File: config.mk
export PLATFORM = sky130hd
export DESIGN_NAME = lfsr_pwm_gen
export DESIGN_NICKNAME = d
export VERILOG_FILES = /design/src/rtl/lfsr_pwm_pkg.sv /design/src/rtl/lfsr_pwm_hold.sv /design/src/rtl/lfsr_pwm_seed.sv /design/src/rtl/lfsr_pwm_timer.sv /design/src/rtl/lfsr_pwm_gen.sv
export SDC_FILE = /design/constraint.sdc
export NUM_CORES = 1
export LEC_CHECK = 0
export BUFFER_PORTS_ARGS = -buffer_cell sky130_fd_sc_hd__buf_4
export CORE_UTILIZATION = 57
export DETAILED_ROUTE_END_ITERATION = 10
export HOLD_SLACK_MARGIN = 0.12
export PLACE_DENSITY = 0.8
export SLEW_MARGIN = 20
export SYNTH_ARGS = -nofsm -noshare
export SYNTH_HDL_FRONTEND = slang
export SYNTH_SLANG_ARGS = --single-unit
File: constraint.sdc
create_clock -name clk -period 2.2 [get_ports clk]
set_input_delay 0.33 -clock clk [delete_from_list [all_inputs] [get_ports clk]]
set_output_delay 0.33 -clock clk [all_outputs]
set_load 0.005 [all_outputs]
File: src/rtl/lfsr_pwm_pkg.sv
package lfsr_pwm_pkg;

    localparam int unsigned DEF_CODE_W   = 6;
    localparam int unsigned DEF_SAMPLE_W = 8;
    localparam int unsigned STEP_W       = 16;

    typedef enum logic {
        PS_IDLE = 1'b0,
        PS_RUN  = 1'b1
    } pwm_state_e;

    // One right shift; XOR of the two lowest bits enters at the top of a w-bit register.
    function automatic logic [STEP_W-1:0] lfsr_advance(input logic [STEP_W-1:0] s,
                                                       input int unsigned       w);
        logic [STEP_W-1:0] fb;
        fb = STEP_W'(s[0] ^ s[1]) << (w - 1);
        return (s >> 1) | fb;
    endfunction

    // Code the register must reach for the output to drop.
    function automatic logic [STEP_W-1:0] terminal_code(input int unsigned w);
        return STEP_W'(1) << (w - 1);
    endfunction

endpackage

File: src/rtl/lfsr_pwm_hold.sv
module lfsr_pwm_hold
    import lfsr_pwm_pkg::*;
#(
    parameter int unsigned CODE_W = DEF_CODE_W
) (
    input  logic              clk,
    input  logic              rst,
    input  logic              cap_en,
    input  logic [CODE_W-1:0] cap_code,
    output logic [CODE_W-1:0] held_code
);

    logic [CODE_W-1:0] held_q;

    always_ff @(posedge clk) begin
        if (rst) begin
            held_q <= '0;
        end else if (cap_en) begin
            held_q <= cap_code;
        end
    end

    assign held_code = held_q;


    capture_chk: assert property (@(posedge clk) disable iff (rst)
        cap_en |=> held_q == $past(cap_code));


    keep_chk: assert property (@(posedge clk) disable iff (rst)
        !cap_en |=> $stable(held_q));

endmodule

File: src/rtl/lfsr_pwm_seed.sv
module lfsr_pwm_seed
    import lfsr_pwm_pkg::*;
#(
    parameter int unsigned CODE_W = DEF_CODE_W
) (
    input  logic [CODE_W-1:0] code_in,
    output logic [CODE_W-1:0] seed,
    output logic              seed_go
);

    localparam logic [CODE_W-1:0] TERM = CODE_W'(terminal_code(CODE_W));

    logic is_zero;
    logic is_term;

    assign is_zero = (code_in == '0);
    assign is_term = (code_in == TERM);

    // An all-zero code would lock the register, so it is replaced by the terminal code.
    assign seed    = is_zero ? TERM : code_in;
    assign seed_go = !(is_zero || is_term);

endmodule

File: src/rtl/lfsr_pwm_timer.sv
module lfsr_pwm_timer
    import lfsr_pwm_pkg::*;
#(
    parameter int unsigned CODE_W = DEF_CODE_W
) (
    input  logic              clk,
    input  logic              rst,
    input  logic              tick,
    input  logic              load,
    input  logic [CODE_W-1:0] seed,
    input  logic              seed_go,
    output logic              pwm,
    output logic              done,
    output logic [CODE_W-1:0] len
);

    localparam logic [CODE_W-1:0] TERM = CODE_W'(terminal_code(CODE_W));

    pwm_state_e        state_q;
    logic [CODE_W-1:0] lfsr_q;
    logic [CODE_W-1:0] cnt_q;
    logic              done_q;
    logic [CODE_W-1:0] len_q;
    logic [CODE_W-1:0] lfsr_nxt;
    logic [CODE_W-1:0] cnt_inc;

    assign lfsr_nxt = CODE_W'(lfsr_advance(STEP_W'(lfsr_q), CODE_W));
    assign cnt_inc  = cnt_q + 1'b1;

    always_ff @(posedge clk) begin
        if (rst) begin
            state_q <= PS_IDLE;
            lfsr_q  <= TERM;
            cnt_q   <= '0;
            done_q  <= 1'b0;
            len_q   <= '0;
        end else begin
            done_q <= 1'b0;
            if (load) begin
                if (state_q == PS_RUN) begin
                    done_q <= 1'b1;
                    len_q  <= cnt_q;
                end
                lfsr_q  <= seed;
                cnt_q   <= '0;
                state_q <= seed_go ? PS_RUN : PS_IDLE;
            end else if (state_q == PS_RUN && tick) begin
                lfsr_q <= lfsr_nxt;
                cnt_q  <= cnt_inc;
                if (lfsr_nxt == TERM) begin
                    state_q <= PS_IDLE;
                    done_q  <= 1'b1;
                    len_q   <= cnt_inc;
                end
            end
        end
    end

    assign pwm  = (state_q == PS_RUN);
    assign done = done_q;
    assign len  = len_q;


    run_code_chk: assert property (@(posedge clk) disable iff (rst)
        (state_q == PS_RUN) |-> (lfsr_q != '0 && lfsr_q != TERM));


    stall_chk: assert property (@(posedge clk) disable iff (rst)
        (state_q == PS_RUN && !tick && !load) |=> ($stable(lfsr_q) && state_q == PS_RUN));


    end_strobe_chk: assert property (@(posedge clk) disable iff (rst)
        $fell(pwm) |-> done_q);


    cut_chk: assert property (@(posedge clk) disable iff (rst)
        (load && state_q == PS_RUN) |=> (done_q && cnt_q == '0));

endmodule

File: src/rtl/lfsr_pwm_gen.sv
module lfsr_pwm_gen
    import lfsr_pwm_pkg::*;
#(
    parameter int unsigned CODE_W   = DEF_CODE_W,
    parameter int unsigned SAMPLE_W = DEF_SAMPLE_W
) (
    input  logic                clk,
    input  logic                rst,
    input  logic                tick,
    input  logic                sample_valid,
    input  logic [SAMPLE_W-1:0] sample,
    input  logic                period_start,
    output logic                pwm_out,
    output logic                pulse_done,
    output logic [CODE_W-1:0]   pulse_len
);

    logic [CODE_W-1:0] code_lo;
    logic [CODE_W-1:0] held_code;
    logic [CODE_W-1:0] seed;
    logic              seed_go;

    assign code_lo = sample[CODE_W-1:0];

    generate
        if (SAMPLE_W > CODE_W) begin : g_upper
            logic upper_bits_unused;
            assign upper_bits_unused = ^sample[SAMPLE_W-1:CODE_W];
        end
    endgenerate

    lfsr_pwm_hold #(.CODE_W(CODE_W)) u_hold (
        .clk       (clk),
        .rst       (rst),
        .cap_en    (sample_valid),
        .cap_code  (code_lo),
        .held_code (held_code)
    );

    lfsr_pwm_seed #(.CODE_W(CODE_W)) u_seed (
        .code_in (held_code),
        .seed    (seed),
        .seed_go (seed_go)
    );

    lfsr_pwm_timer #(.CODE_W(CODE_W)) u_timer (
        .clk     (clk),
        .rst     (rst),
        .tick    (tick),
        .load    (period_start),
        .seed    (seed),
        .seed_go (seed_go),
        .pwm     (pwm_out),
        .done    (pulse_done),
        .len     (pulse_len)
    );


    blank_chk: assert property (@(posedge clk) disable iff (rst)
        (period_start && !seed_go) |=> !pwm_out);


    reset_out_chk: assert property (@(posedge clk) disable iff (rst)
        $past(rst) |-> (!pwm_out && !pulse_done && pulse_len == '0));

endmodule

======== Yosys cells after proc, flatten, opt, wreduce, memory -nomap -nowiden ========
Cells that the tools add are included.
storage, ports and cells
  bits in registers ....................... 26
  latch bits .............................. 0
  bits in writable memories ............... 0
  memory bits (read-only) ................. 0
  bits of input ports ..................... 13
  output and inout bits ................... 8
  word-level logic and storage cells ...... 35
  memories ................................ 0
cells by class
  $add $sub $neg .......................... 1
  multipliers ............................. 0
  divide/modulo/power cells ............... 0
  magnitude comparators ................... 0
  equal/unequal tests ..................... 3
  shift-type cells ........................ 0
  multiplexer cells ....................... 15
  bitwise gates (word level) .............. 2
  reductions and logical operators ........ 8
operators by type and width
  operator                                                                 number
  6-bit two-way mux                                                        7
  6-bit == test, second input constant                                     2
  1-bit two-way mux                                                        8
  6-bit by 1-bit adder with 6-bit output, second input constant            1
  6-bit logical NOT                                                        1
  5-bit by 6-bit bitwise OR with 6-bit output                              1
  2-bit nonzero test                                                       2
  3-bit AND reduction                                                      1
  2-bit by 1-bit inequality test with 1-bit output, second input constant  1
  2-bit AND reduction                                                      1
  2-bit OR reduction                                                       1
  1-bit logical AND                                                        1
  1-bit logical OR                                                         1
  1-bit bitwise XOR                                                        1

======== Depth between registers and ports, before layout ========
Gate-level depths: netlist of the first run.
  depth after elaboration ................. 6
  gate-level depth with buffers ........... 6
  depth with buffers taken out ............ 5

======== By module ========
A second synthesis of the first run with hierarchy kept.
second synthesis, totals
  cell total of the unflattened synthesis .. 127
  area, all modules ....................... 1232.4 um2
by module, submodules not included
  module          instances  cells each  area each (um2)  seq. area each (um2)
  lfsr_pwm_timer  1          99          974.7            400.4
  lfsr_pwm_hold   1          19          214.0            120.1
  lfsr_pwm_seed   1          9           43.8             0.0

======== Least setup slack after synthesis of the first run ========
OpenSTA, ideal clock, no wires.
  path kind ............................... register -> register
  start point ............................. reg u_timer.cnt_q[0]
  end point ............................... reg u_timer.len_q[4], in the netlist u_timer.len[4]
  setup time .............................. 0.070 ns
  arrival ................................. 1.109 ns
  data required time ...................... 2.130 ns
  path slack .............................. 1.021 ns
  stages on the path, launching flop included .. 6
  buffers on the path ..................... 0
  clock period less this slack ............ 1.179 ns
  cell sequence ........................... dfxtp_1 > ha_1 > nor2b_1 > nand3_1 > xor2_1 > o2bb2ai_1
on the way
  longest elaborated chain between the ends .. 4
ends and longest elaborated chain
  item                                    RTL line              source
  from (decl)                             lfsr_pwm_timer.sv:21  logic [CODE_W-1:0] cnt_q;
  from (signal assigned)                  lfsr_pwm_timer.sv:49  cnt_q <= cnt_inc;
  6-bit by 1-bit adder with 6-bit output  lfsr_pwm_timer.sv:28  assign cnt_inc = cnt_q + 1'b1;
  6-bit two-way mux                       lfsr_pwm_timer.sv:50  if (lfsr_nxt == TERM) begin
  6-bit two-way mux                       lfsr_pwm_timer.sv:47  end else if (state_q == PS_RUN && tick) begin
  6-bit two-way mux                       lfsr_pwm_timer.sv:39  if (load) begin
  to (signal assigned)                    lfsr_pwm_timer.sv:42  len_q <= cnt_q;
  to (signal assigned)                    lfsr_pwm_timer.sv:53  len_q <= cnt_inc;
  to (decl)                               lfsr_pwm_timer.sv:23  logic [CODE_W-1:0] len_q;
No other way between the ends. The select of a mux whose other input is x is not followed.
A chain may end at the register's enable or synchronous reset.

======== Worst setup path after layout of the first run ========
  start point ............................. reg u_timer.state_q, in the netlist u_timer.pwm
  end point ............................... reg u_timer.len_q[0], in the netlist u_timer.len[0]
on the way
  longest elaborated chain between the ends .. 3
  elaborated cells between the ends (all ways) .. 4
  those cells by class .................... 1 x eq/ne; 3 x reduce/logical
ends and longest elaborated chain
  item                               RTL line              source
  from (decl)                        lfsr_pwm_timer.sv:19  pwm_state_e state_q;
  from (signal assigned)             lfsr_pwm_timer.sv:46  state_q <= seed_go ? PS_RUN : PS_IDLE;
  1-bit logical AND                  lfsr_pwm_timer.sv:47
  2-bit nonzero test (no line)       --
  3-bit AND reduction (no line) (*)  --
Mark *: on every way between the ends. The rest lies on a longest branch, timed or not.

==> results.sh, run 1 <==
export IMPL_outcome="complete, no violations"
export IMPL_synthArstFlopShare_pct=0
export IMPL_endpoint_kind="flip-flop"
export IMPL_pin_count=21
export IMPL_cts_tree="yes"
export IMPL_port_buffers=18
export IMPL_synthDominantCellAreaShare_pct=46.2
export IMPL_final_instance_count_excl_fill=161
export IMPL_wl_per_cell_um=13.1
export IMPL_drt_total_wl_um=2100
export IMPL_finalSetupTns_ns=0
export IMPL_ys_seq_area_share_pct=46.2
export IMPL_critPathKind="reg2reg"
export IMPL_ys_types=30
export IMPL_maxSlewHeadroom_pct=75.2
export IMPL_numCtsBuffers=3
export IMPL_yosys_area_top_type="dfxtp_1"
export IMPL_vias=876
export IMPL_synth_edff_count=0
export IMPL_grt_start_max_net_pins=17
export IMPL_std_cell_rows=15
export IMPL_grt_pass1_vias=739
export IMPL_slowest_stage="dfxtp_1"
export IMPL_ctsResizeCount=0
export IMPL_worstPathRequired_ns=2.43
export IMPL_syn_area_per_cell_um2=9.31
export IMPL_cellPowerDensity_nw_per_um2=645
export IMPL_post_place_cells=157
export IMPL_dr_pass1_iters=5
export IMPL_maxCapViolCount=0
export IMPL_clk_pin_slew_ns=0.14
export IMPL_postCtsSetupBuffers=0
export IMPL_ant_nets=0
export IMPL_ys_ff_latch=26
export IMPL_cts_hold_buffers=0
export IMPL_synthCells=121
export IMPL_clk_path_buf_depth=2
export IMPL_globalplace_congestion=0.749
export IMPL_remaining_drc_errors=0
export IMPL_critPathBufInv=0
export IMPL_grt_util_all_layers_pct=22.7
export IMPL_numClockSinks=26
export IMPL_syn_cell_area_um2=1130
export IMPL_die_h_um=46.4
export IMPL_finClkSkew_ns=0.00397
export IMPL_path_cells="and2_1 > a32o_2 > nor2_2 > o2bb2ai_1"
export IMPL_htree_levels=1
export IMPL_drt_iter0_drc=23
export IMPL_num_nets_final=151
export IMPL_hold_class="in2reg"
export IMPL_die_w_um=46.4
export IMPL_max_stage_delay_ns=0.44
export IMPL_antenna_cells=0
export IMPL_antenna_found_initial=0
export IMPL_r2r_slack_ns=0.76
export IMPL_tightest_slew_ns=0.372
export IMPL_core_um2=1780
export IMPL_power_total_mw=0.833
export IMPL_ys_warn_count=0
export IMPL_start_kind="flip-flop"
export IMPL_critPathTopFamily="simple AND/OR/NAND/NOR gates"
export IMPL_ir_drop_mv=0.511
export IMPL_synth_nets=135
export IMPL_leakage_nw=0.508
export IMPL_timing_final_crit_share_pct=65.3
export IMPL_fin_crit_ns=1.44
export IMPL_hold_viol=0
export IMPL_synth_main_ff_cell="dfxtp_1"
export IMPL_area_growth_synth_to_final_pct=14.7
export IMPL_setup_viol=0
export IMPL_yosysMostFrequentCell="dfxtp_1"
export IMPL_drive_gt1_share_pct=20.6
export IMPL_die_area_um2=2160
export IMPL_drv_slew=0
export IMPL_synth_common_cells="dfxtp_1 (26), nand2_1 (16), nor2_1 (16)"
export IMPL_worstSkewPairLatency_ns=0.32
export IMPL_worstPathArrival_ns=1.66
export IMPL_rsz0062_at_grt="no"
export IMPL_max_freq_mhz=696
export IMPL_hpwl_um=1470
export IMPL_synth_area_leaders="dfxtp_1 (46%), mux2i_1 (6.2%), nand2_1 (5.3%), nor2_1 (5.3%), o2bb2ai_1 (4.7%)"
export IMPL_cp_max_fo=11
export IMPL_initial_core_util_pct=63.2
export IMPL_via_per_inst=5.44
export IMPL_grt_overflow_total=0
export IMPL_root_buffer="clkbuf_4"
export IMPL_grt_pass1_wl_um=3440
-- cell usage in the layout, fill, tap and decap left out, types with 2 or more instances in the layout --
master,synthesis,layout
a21oi_1,3,3
a311oi_1,5,5
buf_4,0,18
clkbuf_4,0,3
dfxtp_1,26,26
inv_1,2,2
mux2i_1,7,7
nand2_1,16,16
nand3_1,3,3
nor2_1,16,16
nor2b_1,2,2
nor3_1,2,2
o21ai_0,2,2
o21ai_1,2,2
o2bb2ai_1,6,6
xnor2_1,6,6
xor2_1,4,4
-- report_power, final --
group	internal (mW)	leakage [nW]	switching, mW
Sequential	0.488	0.212	0.0173
Combinational	0.0414	0.275	0.0432
Clock	0.101	0.0210	0.142
Total	0.631	0.508	0.202
-- cell type report --
class                      count  area, um2
inverter                       2       7.51
fill                         132        492
clock buffer                   4       36.3
multi-input combinational     86        561
tap                           25       31.3
sequential                    26        520
timing repair buffer          18        135
-- metal layers --
layer	GRT usage (%)	vias to the layer above	wire length, um
li1	-	445	-
met1	34.1	391	1090
met2	31.4	35	848
met3	2.75	5	122
met4	10.6	0	38
met5	0	-	0
-- final timing paths --
path	startpoint	end	depth (start not counted)
min	sample[3]	u_hold.held_code[3]	3
max reg2reg	u_timer.pwm	u_timer.len[0]	4
min reg2reg	u_timer.len[3]	u_timer.len[3]	1
max	u_timer.pwm	u_timer.len[0]	4
-- cells by family after synthesis --
family | count (synthesis) | share of synthesized area (%)
xor gates and xnor gates | 10 | 7.78
and+or+nand+nor | 48 | 21.4
DFF | 26 | 46.2
AOI/OAI and AO/OA | 20 | 13.2
buffers and inverters | 9 | 4.00
muxes | 7 | 6.22
adders and majority gates | 1 | 1.11
-- worst reg2reg max path, stage by stage (launching register included) --
cell,delay [ns]
dfxtp_1,0.44
and2_1,0.39
a32o_2,0.30
nor2_2,0.09
o2bb2ai_1,0.13
-- metrics by stage --
step                hold WS, ns  utilization, %  cell area, um2  setup WS, ns
floorplan                 0.402               -            1130          1.02
global placement          0.446            70.4            1250         0.742
detailed placement        0.452            70.4            1250         0.713
CTS                       0.233            72.4            1290         0.787
global route              0.235            72.4            1290         0.657
finish                    0.235            72.4            1290         0.763
-- sequential cells by signal, summed over array words and instances, names as in the netlist --
signal and cells:
u_hold.held_code 6, u_timer.cnt_q 6, u_timer.done 1, u_timer.len 6, u_timer.lfsr_q 6, u_timer.pwm 1
Note: power is estimated with default switching activity, not from simulation.
==> run 2, diff against run 1 <==
CORE_UTILIZATION = 53   (was 57)
PLACE_DENSITY = 0.75   (was 0.8)
clock period = 1.4 ns   (was 2.2 ns; I/O delays follow)
==> run 2 against run 1 <==
  * Combinational power rose by 74%
  * Register-to-register slack got worse by 0.65 ns
  * Sequential power grew 56%
  * Die area rose by 7.2%
  * Global-route usage down 2.0 points
  * Non-clock buffer count up 6
  * Sequential share of layout area is 1.5 points lower
  * Maximum frequency up 12%
==> results.sh, run 2 (synthesis gave the netlist of run 1 again) <==
export IMPL_outcome="complete, no violations"
export IMPL_root_buffer="clkbuf_4"
export IMPL_ant_nets=0
export IMPL_num_nets_final=157
export IMPL_hold_viol=0
export IMPL_cts_tree="yes"
export IMPL_setup_viol=0
export IMPL_maxCapViolCount=0
export IMPL_ir_drop_mv=0.789
export IMPL_dr_pass1_iters=4
export IMPL_finClkSkew_ns=0.00144
export IMPL_r2r_slack_ns=0.11
export IMPL_std_cell_rows=16
export IMPL_grt_overflow_total=0
export IMPL_endpoint_kind="flip-flop"
export IMPL_clk_pin_slew_ns=0.13
export IMPL_worstPathArrival_ns=1.55
export IMPL_cts_hold_buffers=1
export IMPL_worstPathRequired_ns=1.66
export IMPL_hpwl_um=1560
export IMPL_worstSkewPairLatency_ns=0.32
export IMPL_start_kind="flip-flop"
export IMPL_numCtsBuffers=3
export IMPL_cp_max_fo=4
export IMPL_pin_count=21
export IMPL_layout_commonest_cell="dfxtp_1"
export IMPL_cellPowerDensity_nw_per_um2=976
export IMPL_die_w_um=48.1
export IMPL_clk_path_buf_depth=2
export IMPL_fin_ws_ns=0.112
export IMPL_wl_per_cell_um=12.4
export IMPL_hold_path_depth=3
export IMPL_ctsResizeCount=0
export IMPL_finalSetupTns_ns=0
export IMPL_critPathKind="reg2reg"
export IMPL_n_fill_cell=158
export IMPL_postCtsSetupBuffers=0
export IMPL_max_freq_mhz=777
export IMPL_htree_levels=1
export IMPL_grt_pass1_vias=787
export IMPL_place_ws_ns=0.129
export IMPL_initial_core_util_pct=56.8
export IMPL_die_h_um=48.1
export IMPL_maxSlewHeadroom_pct=76.9
export IMPL_area_growth_synth_to_final_pct=19.1
export IMPL_drt_iter0_drc=5
export IMPL_hold_class="in2reg"
export IMPL_grt_util_all_layers_pct=20.7
export IMPL_vias=901
export IMPL_antenna_found_initial=0
export IMPL_post_place_cells=164
export IMPL_grt_pass1_wl_um=3280
export IMPL_drive_gt1_share_pct=23.2
export IMPL_port_buffers=18
export IMPL_grt_start_max_net_pins=17
export IMPL_layout_common_cells="dfxtp_1 (26), buf_4 (23), nor2_1 (16), nand2_1 (16), mux2i_1 (7)"
export IMPL_worstRegToRegCells=5
export IMPL_drv_slew=0
export IMPL_fin_crit_ns=1.29
export IMPL_drt_total_wl_um=2100
export IMPL_timing_final_crit_share_pct=92.0
export IMPL_rsz0062_at_grt="no"
export IMPL_tightest_slew_ns=0.346
export IMPL_final_instance_count_excl_fill=169
export IMPL_core_um2=1980
export IMPL_globalplace_congestion=0.745
export IMPL_remaining_drc_errors=0
export IMPL_leakage_nw=0.538
export IMPL_antenna_cells=0
export IMPL_die_area_um2=2310
export IMPL_numClockSinks=26
export IMPL_via_per_inst=5.33
[run 2: final timing paths]
kind / end / start
setup / recovery: u_timer.len[4] / u_timer.cnt_q[1]
hold / removal: u_hold.held_code[5] / sample[5]
setup reg to reg: u_timer.len[4] / u_timer.cnt_q[1]
hold reg to reg: u_timer.len[3] / u_timer.len[3]
[run 2: worst max-delay path, cell delays in order (launching register included)]
cell,delay [ns]
dfxtp_1,0.41
ha_1,0.21
nor2b_1,0.21
nand3_1,0.12
xor2_1,0.16
o2bb2ai_1,0.12
[run 2: report_power, final]
group / switching, mW / internal (mW)
logic: 0.0728 / 0.0742
registers: 0.0241 / 0.767
clock network: 0.212 / 0.159
[run 2: per-layer routing]
metal | wire (um) | track usage, % | up-vias
met3 | 62 | 3.33 | 6
met4 | 34 | 11.1 | 0
met2 | 931 | 31.4 | 21
li1 | - | - | 458
met1 | 1070 | 28.1 | 416
met5 | 0 | 0 | -
[run 2: final cells by class]
cell class | count | area, um2 | area share, %
inverters | 2 | 7.51 | 0.560
well taps | 27 | 33.8 | 2.52
flip-flops and latches | 26 | 520 | 38.8
multi-input cells | 86 | 561 | 41.8
clock buffers | 4 | 36.3 | 2.71
repair buffers | 24 | 183 | 13.6
[run 2: per-stage QoR]
stage | total power [mW] | area (um2) | hold slack, ns | util [%]
floorplan | 0.898 | 1130 | 0.282 | -
global placement | 0.947 | 1290 | 0.445 | 65.3
detailed placement | 0.952 | 1290 | 0.453 | 65.3
CTS | 1.32 | 1340 | 0.123 | 67.7
global route | 1.36 | 1340 | 0.124 | 67.7
finish | 1.31 | 1340 | 0.123 | 67.7
==> run 3, diff against run 2 <==
PLACE_DENSITY = 0.77   (was 0.75)
==> run 3 against run 2 <==
  * Worst hold slack worse by 0.0021 ns
  * Highest routed layer unchanged
  * Sequential power hardly changed
  * Global-route usage rose by 1.2 points
  * Critical endpoint unchanged
  * Routed wire length decreased by 3.4%
  * First-iteration DRC count increased to 4.8 times the previous value
  * Clock skew grew 0.0048 ns
  * Critical path depth stayed put
==> results.sh, run 3 (synthesis gave the netlist of run 1 again) <==
export IMPL_regArea_um2=520
export IMPL_layout_common_cells="dfxtp_1 (26), buf_4 (21), nor2_1 (16), nand2_1 (16), mux2i_1 (7)"
export IMPL_std_cell_rows=16
export IMPL_multi_input_area_um2=561
export IMPL_critPathBufInv=0
export IMPL_remaining_drc_errors=0
export IMPL_outcome="complete, no violations"
export IMPL_die_w_um=48.1
export IMPL_initial_core_util_pct=56.8
export IMPL_grt_busiest_layer="met2"
export IMPL_ir_drop_mv=0.592
export IMPL_finalSetupTns_ns=0
export IMPL_globalplace_congestion=0.800
export IMPL_grt_start_max_net_pins=17
export IMPL_path_cells="ha_1 > nor2b_1 > nand3_1 > xor2_1 > o2bb2ai_1"
export IMPL_slowest_stage="dfxtp_1"
export IMPL_grt_pass1_vias=779
export IMPL_ctsResizeCount=0
export IMPL_start_kind="flip-flop"
export IMPL_place_ws_ns=0.135
export IMPL_cts_tree="yes"
export IMPL_power_total_mw=1.25
export IMPL_fin_crit_ns=1.28
export IMPL_worstPathArrival_ns=1.55
export IMPL_drt_iter0_drc=24
export IMPL_layout_commonest_cell="dfxtp_1"
export IMPL_grt_pass1_wl_um=3460
export IMPL_hpwl_um=1490
export IMPL_root_buffer="clkbuf_4"
export IMPL_htree_levels=1
export IMPL_via_per_inst=5.38
export IMPL_critPathKind="reg2reg"
export IMPL_grt_use_met2_pct=32.4
export IMPL_max_stage_delay_ns=0.42
export IMPL_antenna_found_initial=0
export IMPL_critPathTopFamily="flip-flops"
export IMPL_hold_class="in2reg"
export IMPL_design_area_um2=1330
export IMPL_numCtsBuffers=3
export IMPL_grt_util_all_layers_pct=21.9
export IMPL_fin_ws_ns=0.119
export IMPL_finClkSkew_ns=0.00626
export IMPL_ant_nets=0
export IMPL_use_met3_pct=4.44
export IMPL_hold_viol=0
export IMPL_cellPowerDensity_nw_per_um2=937
export IMPL_n_fill_cell=171
export IMPL_clk_pin_slew_ns=0.13
export IMPL_rsz0062_at_grt="no"
export IMPL_wl_per_cell_um=12.1
export IMPL_numClockSinks=26
export IMPL_use_met1_pct=30.6
export IMPL_die_area_um2=2310
export IMPL_leakage_nw=0.529
export IMPL_area_growth_synth_to_final_pct=18.3
export IMPL_dr_pass1_iters=4
export IMPL_drt_total_wl_um=2030
export IMPL_max_freq_mhz=781
export IMPL_drive_gt1_share_pct=21.3
export IMPL_maxCapViolCount=0
export IMPL_tightest_slew_ns=0.347
export IMPL_port_buffers=18
export IMPL_vias=903
export IMPL_cp_max_fo=4
export IMPL_pin_count=21
export IMPL_endpoint_kind="flip-flop"
export IMPL_maxSlewHeadroom_pct=76.9
export IMPL_num_nets_final=157
export IMPL_core_um2=1980
export IMPL_post_dp_cell_area_um2=1280
export IMPL_antenna_cells=0
export IMPL_grt_overflow_total=0
export IMPL_setup_viol=0
export IMPL_worstPathRequired_ns=1.67
export IMPL_clk_path_buf_depth=2
export IMPL_timing_final_crit_share_pct=91.5
export IMPL_worstSkewPairLatency_ns=0.32
export IMPL_drv_slew=0
export IMPL_die_h_um=48.1
[run 3: cell type report]
cell class,count,share of cell area [%]
multi-input cells,86,42.1
flip-flops and latches,26,39.1
repair buffers,24,14.1
well taps,27,2.54
clock buffers,3,1.69
inverters,2,0.563
[run 3: power by group]
group	internal, mW	switching (mW)	total, mW
Sequential	0.767	0.0254	0.793
Combinational	0.0750	0.0700	0.145
Clock	0.101	0.210	0.311
[run 3: through the flow]
step                hold slack [ns]  util, %  instances
global placement              0.443     64.6        162
CTS                           0.122     67.2        168
detailed placement            0.451     64.6        162
floorplan                     0.282        -        121
global route                  0.139     67.2        168
finish                        0.121     67.2        168
[run 3: layer usage]
layer	wire length, um	vias up
met4	45	0
met5	0	-
met3	106	5
met2	891	26
met1	983	412
li1	-	460
[run 3: worst paths after layout]
path	start	endpoint	slack [ns]	depth (start not counted)
setup / recovery	u_timer.cnt_q[1]	u_timer.len[4]	0.12	5
hold / removal	sample[3]	u_hold.held_code[3]	0.12	3
setup reg to reg	u_timer.cnt_q[1]	u_timer.len[4]	0.12	5
hold reg to reg	u_timer.len[5]	u_timer.len[5]	0.48	1
[run 3: worst register-to-register path, cell delays in order (launching register included)]
cell and delay [ns]:
dfxtp_1 0.42, ha_1 0.21, nor2b_1 0.20, nand3_1 0.11
xor2_1 0.16, o2bb2ai_1 0.12
[run 3: timing repair]
| item | 4_1_cts | 5_1_grt |
|---|---|---|
| setup buffers | 0 | 0 |
| hold buffers | 3 | 0 |
| endpoints found under the hold margin | 3 | 0 |
